File: src/rtl/sdc_pkg.sv
package sdc_pkg;
  localparam int unsigned TWO_W  = 1;
  localparam int unsigned FIVE_W = 3;
  localparam int unsigned Q_W    = TWO_W + FIVE_W;
  localparam logic [FIVE_W-1:0] FIVE_LAST = FIVE_W'(4);

  typedef enum logic { CHAIN_BCD = 1'b0, CHAIN_BIQ = 1'b1 } chain_e;
  typedef enum logic [1:0] { OVR_NONE = 2'd0, OVR_CLEAR = 2'd1, OVR_LOAD = 2'd2 } ovr_e;

  // Divide-by-five successor: 0..3 step up, 4 and any illegal state go to 0
  function automatic logic [FIVE_W-1:0] five_succ(input logic [FIVE_W-1:0] v);
    return (v >= FIVE_LAST) ? '0 : v + FIVE_W'(1);
  endfunction
endpackage

File: src/rtl/sdc_fall_detect.sv
module sdc_fall_detect #(
  parameter int unsigned N = 2
) (
  input  logic         clk,
  input  logic         rst,
  input  logic [N-1:0] sig_in,
  output logic [N-1:0] fall
);
  for (genvar i = 0; i < N; i++) begin : g_ch
    logic cur_r, old_r;
    always_ff @(posedge clk) begin
      if (rst) begin
        cur_r <= 1'b0;
        old_r <= 1'b0;
      end else begin
        cur_r <= sig_in[i];
        old_r <= cur_r;
      end
    end
    assign fall[i] = old_r & ~cur_r;
  end
endmodule

File: src/rtl/sdc_stage.sv
module sdc_stage
  import sdc_pkg::*;
#(
  parameter int unsigned W      = 1,
  parameter bit          IS_FIVE = 1'b0
) (
  input  logic         clk,
  input  logic         rst,
  input  ovr_e         ovr,
  input  logic [W-1:0] ld_val,
  input  logic         tick,
  output logic [W-1:0] val
);
  logic [W-1:0] nxt;

  if (IS_FIVE) begin : g_five
    always_comb nxt = W'(five_succ(FIVE_W'(val)));
  end else begin : g_two
    always_comb nxt = val + W'(1);
  end

  always_ff @(posedge clk) begin
    if (rst) begin
      val <= '0;
    end else begin
      unique case (ovr)
        OVR_CLEAR: val <= '0;
        OVR_LOAD:  val <= ld_val;
        default:   if (tick) val <= nxt;
      endcase
    end
  end
endmodule

File: src/rtl/split_decade_counter.sv
module split_decade_counter
  import sdc_pkg::*;
(
  input  logic           clk,
  input  logic           rst,
  input  logic           chain_sel,
  input  logic           cnt_a,
  input  logic           cnt_b,
  input  logic           clr_n,
  input  logic           load_n,
  input  logic [Q_W-1:0] din,
  output logic [Q_W-1:0] q
);
  logic [1:0]        fall;
  logic              tick_a, tick_b;
  ovr_e              ovr;
  chain_e            chain;
  logic [TWO_W-1:0]  two_v;
  logic [FIVE_W-1:0] five_v;

  sdc_fall_detect #(.N(2)) u_edge (
    .clk    (clk),
    .rst    (rst),
    .sig_in ({cnt_b, cnt_a}),
    .fall   (fall)
  );

  assign chain = chain_e'(chain_sel);

  always_comb begin
    if (!clr_n)       ovr = OVR_CLEAR;
    else if (!load_n) ovr = OVR_LOAD;
    else              ovr = OVR_NONE;
  end

  // Carries are formed from stage state and the external edge only,
  // so the two chaining choices never form a combinational loop.
  always_comb begin
    if (chain == CHAIN_BCD) begin
      tick_a = fall[0];
      tick_b = fall[0] & two_v[0];
    end else begin
      tick_b = fall[1];
      tick_a = fall[1] & five_v[FIVE_W-1];
    end
  end

  sdc_stage #(.W(TWO_W), .IS_FIVE(1'b0)) u_two (
    .clk    (clk),
    .rst    (rst),
    .ovr    (ovr),
    .ld_val (din[TWO_W-1:0]),
    .tick   (tick_a),
    .val    (two_v)
  );

  sdc_stage #(.W(FIVE_W), .IS_FIVE(1'b1)) u_five (
    .clk    (clk),
    .rst    (rst),
    .ovr    (ovr),
    .ld_val (din[Q_W-1:TWO_W]),
    .tick   (tick_b),
    .val    (five_v)
  );

  assign q = {five_v, two_v};
endmodule

File: config.mk
export PLATFORM = sky130hd
export DESIGN_NAME = split_decade_counter
export DESIGN_NICKNAME = d
export VERILOG_FILES = /design/src/rtl/sdc_pkg.sv /design/src/rtl/sdc_fall_detect.sv /design/src/rtl/sdc_stage.sv /design/src/rtl/split_decade_counter.sv
export SDC_FILE = /design/constraint.sdc
export NUM_CORES = 1
export LEC_CHECK = 0
export BUFFER_PORTS_ARGS = -buffer_cell sky130_fd_sc_hd__buf_4
export CORE_AREA = 8 8 45 47
export CTS_BUF_LIST = sky130_fd_sc_hd__clkbuf_16
export DETAILED_ROUTE_END_ITERATION = 12
export DIE_AREA = 0 0 53 55
export PLACE_DENSITY_LB_ADDON = 0.1
export SYNTH_ARGS = -nofsm -noshare
export SYNTH_HDL_FRONTEND = slang
export SYNTH_SLANG_ARGS = --single-unit
File: constraint.sdc
create_clock -name clk -period 2.3 [get_ports clk]
set_input_delay 0.46 -clock clk [delete_from_list [all_inputs] [get_ports clk]]
set_output_delay 0.46 -clock clk [all_outputs]
set_load 0.01 [all_outputs]
==> run summary <==
PWR
-------------------------------------------------------------------------------------
Internal Power .........................................................    0.3991 mW
Pwr/cell area .......................................................... 771.8 nW/µm²
Leakage power total ....................................................    0.2772 nW
Fraction of power spent switching nets .................................       0.1784
Logic pwr share ........................................................        0.098
Flop pwr share .........................................................        0.313
Switching power of the nets ............................................   0.08664 mW
Relative contribution of the clock network to total power ..............        0.589
Peak VDD IR ............................................................    0.4677 mV

FLOORPLANNING
-------------------------------------------------------------------------------------
Height of the die ......................................................        55 µm
Starting density of the core ...........................................       0.3156
Die area ...............................................................     2915 µm²
I/O pin cnt ............................................................           15
Floorplan row count ....................................................           14
Width of the die .......................................................        53 µm
Area inside the core boundary ..........................................     1384 µm²

CTS
-------------------------------------------------------------------------------------
Longest Clk Path Bufs ..................................................            2
Post-CTS Repair Setup Buffers ..........................................            0
Clock network latency to the later pin of the worst-skew pair ..........      0.23 ns
Clock tree from TritonCTS ..............................................          yes
Number of buffers inserted by hold repair at cts .......................            0
Post-CTS resize count ..................................................            0
Clk pin slew, worst setup/hold paths ...................................      0.04 ns
Root buffer cell ....................................................... sky130_fd_sc_hd__clkbuf_16
Cts bufs inserted ......................................................            3
H-Tree Depth ...........................................................            1
Number of clock sinks ..................................................            8

STA
-------------------------------------------------------------------------------------
Time the worst path needs with I/O delays and setup ....................     1.259 ns
Max Clock Freq .........................................................   0.7940 GHz
Final number of setup-violating endpoints ..............................            0
Total Neg Setup Slack ..................................................         0 ns
Share of the cycle needed by the critical path after routing ...........       0.5476
Unrepaired setup endpoints after global routing ........................        false
Max-slew violation count ...............................................            0
Slew Limit Headroom ....................................................       0.7991
Count of endpoints failing hold in the final timing report .............            0
Worst-case clock skew .................................................. 0.0008009 ns
Least-Margin Pin Slew ..................................................    0.3004 ns

DETAILED ROUTING
-------------------------------------------------------------------------------------
Routed wl met3 .........................................................        84 µm
Amount of wire on met2 after detailed routing ..........................       485 µm
Highest routing layer actually used ....................................         met4
Met1 routed wirelength after detailed routing ..........................       355 µm
Total iterations of the first detailed-routing run .....................            2
Post-route antenna net violation count .................................            0
DR WL/cell .............................................................     12.47 µm
Final wirelength .......................................................       935 µm
Initial drt markers ....................................................            3
DR DRC count ...........................................................            0
Via total after detailed routing .......................................          348
Post-detailed-route via-to-cell ratio ..................................        4.640

SETUP PATH
-------------------------------------------------------------------------------------
Crit-path slowest cell ................................................. sky130_fd_sc_hd__dfxtp_1
Max Fanout on Critical Path ............................................            5
Data arrival time at the worst-slack endpoint ..........................      1.36 ns
Combined buffer and inverter count along the critical path .............            1
Capturing element type of the critical path ............................         flop
Critical path type ..................................................... flop to flop
Worst endpoint required time ...........................................      2.40 ns
Critical path, cell by cell ............................................ inv_1 > ha_1 > and3b_1 > o21ai_0 > mux2i_1
Top cell family by delay on the critical path ..........................   flip-flops
Highest cell delay on the worst timing path ............................      0.39 ns
Critical Path Source Type ..............................................         flop

FINISH
-------------------------------------------------------------------------------------
Commonest cells after routing, fill and taps aside ..................... sky130_fd_sc_hd__buf_4, sky130_fd_sc_hd__dfxtp_1, sky130_fd_sc_hd__nor2b_1
Area taken by flip-flops and latches ...................................    160.2 µm²
Fillcell total .........................................................          138
P&R area growth vs syn .................................................       44.13%
Antenna cell count .....................................................            0
Most frequent standard cell in the layout excluding fill and tap cells . sky130_fd_sc_hd__buf_4
Fraction of layout cells with a size suffix above 1 ....................       0.3559
Multi-input logic area .................................................    261.5 µm²
Final Non-Filler Cells .................................................           75
Final nets .............................................................           74
Design Area, Final .....................................................    629.4 µm²

RUN
-------------------------------------------------------------------------------------
Max-cap viol count .....................................................            0

SYNTH
-------------------------------------------------------------------------------------
Post-synthesis instance total ..........................................           43
Net Count, Synth .......................................................           56
Yosys warnings .........................................................            0
Yosys reg bits .........................................................            8
Cell area after technology mapping .....................................    436.7 µm²
Share of Yosys cell area claimed by the top area cell type .............       0.3668
Cell type contributing the most total cell area after synthesis ........ sky130_fd_sc_hd__dfxtp_1
Post-synth cell types ..................................................           16
Syn avg cell area ......................................................    10.16 µm²
Area contributors post-synth ........................................... sky130_fd_sc_hd__dfxtp_1, sky130_fd_sc_hd__mux2i_1, sky130_fd_sc_hd__nor2b_1, sky130_fd_sc_hd__and2b_1, sky130_fd_sc_hd__ha_1
Sequential element share of the synthesized area .......................       0.3668

HOLD PATH
-------------------------------------------------------------------------------------
Type of the worst min-delay path ....................................... input pin to flop

PLACE
-------------------------------------------------------------------------------------
Placed inst area .......................................................    554.3 µm²
Detailed placer's ending HPWL ..........................................     727.2 µm
Port-buffer cells ......................................................           14
# placed instances .....................................................           72
Final RePlAce weighted congestion ......................................       0.6538

RUN STATUS
-------------------------------------------------------------------------------------
Run status ............................................................. complete, no violations

GLOBAL ROUTE
-------------------------------------------------------------------------------------
Residual overflow from global routing ..................................            0
Number of global-route vias before repair ..............................          352
Antenna violations before repair .......................................            0
First-pass GRT wire length .............................................      1421 µm
Global routing usage summed across all routing layers ..................      0.06889
Maximum number of pins on one net before global-route repair ...........           10

[cells by family after synthesis]
family	share of synthesized area
AOI/OAI and AO/OA	0.1089
buffers and inverters	0.03440
muxes	0.09169
DFF	0.3668
adders and majority gates	0.05730
and+or+nand+nor	0.3410
[flip-flops by register name (all words and copies together) (netlist names)]
signal,count
u_two.val,1
u_edge.g_ch.cur_r,2
u_five.val,3
u_edge.g_ch.old_r,2
[Yosys cell counts (all sizes together)]
cell type / n
o21ai: 4
inv: 2
a211oi: 2
ha: 2
nand2: 1
nand2b: 4
nor3b: 2
dfxtp: 8
mux2i: 4
nor2b: 6
and2b: 4
buf: 1
and3b: 3
[final timing paths]
| check | start | endpoint | slack, ns | depth (start not counted) |
|---|---|---|---|---|
| setup / recovery | u_five.val[0] | u_five.val[1] | 1.04 | 5 |
| hold / removal | cnt_b | u_edge.g_ch[1].cur_r | 0.44 | 2 |
| setup reg to reg | u_five.val[0] | u_five.val[1] | 1.04 | 5 |
| hold reg to reg | u_edge.g_ch[1].cur_r | u_edge.g_ch[1].old_r | 0.47 | 1 |
[metrics by stage]
| step | hold slack [ns] | worst slack [ns] | util | power (mW) |
|---|---|---|---|---|
| 2_1_floorplan | 0.4306 | 1.074 | - | 0.1777 |
| 3_3_place_gp | 0.4636 | 0.9422 | 0.4005 | 0.2024 |
| 3_5_place_dp | 0.4537 | 0.9354 | 0.4005 | 0.2026 |
| 4_1_cts | 0.4427 | 1.010 | 0.4548 | 0.4923 |
| 5_1_grt | 0.4509 | 0.9820 | 0.4548 | 0.5044 |
| 6_report | 0.4429 | 1.041 | 0.4548 | 0.4857 |
[area by class of cell]
type,instances,area share
timing repair buffer,14,0.1670
clock buffer,3,0.1193
inverter,2,0.01193
multi-input combinational,32,0.4155
tap,16,0.03181
sequential,8,0.2545
[routing by layer]
| layer | vias to the layer above | global-route usage |
|---|---|---|
| met5 | - | 0 |
| met4 | 0 | 0.06466 |
| met3 | 2 | 0.02406 |
| met2 | 9 | 0.1250 |
| met1 | 162 | 0.05784 |
| li1 | 175 | - |
[power groups by stage]
stage | combinational, mW | clock (mW) | sequential [mW]
6_report | 0.0478 | 0.286 | 0.152
5_1_grt | 0.0522 | 0.299 | 0.153
4_1_cts | 0.0488 | 0.291 | 0.152
3_5_place_dp | 0.0483 | 0 | 0.154
3_3_place_gp | 0.0479 | 0 | 0.154
2_1_floorplan | 0.0238 | 0 | 0.154
(Power assumes the default switching activity.)
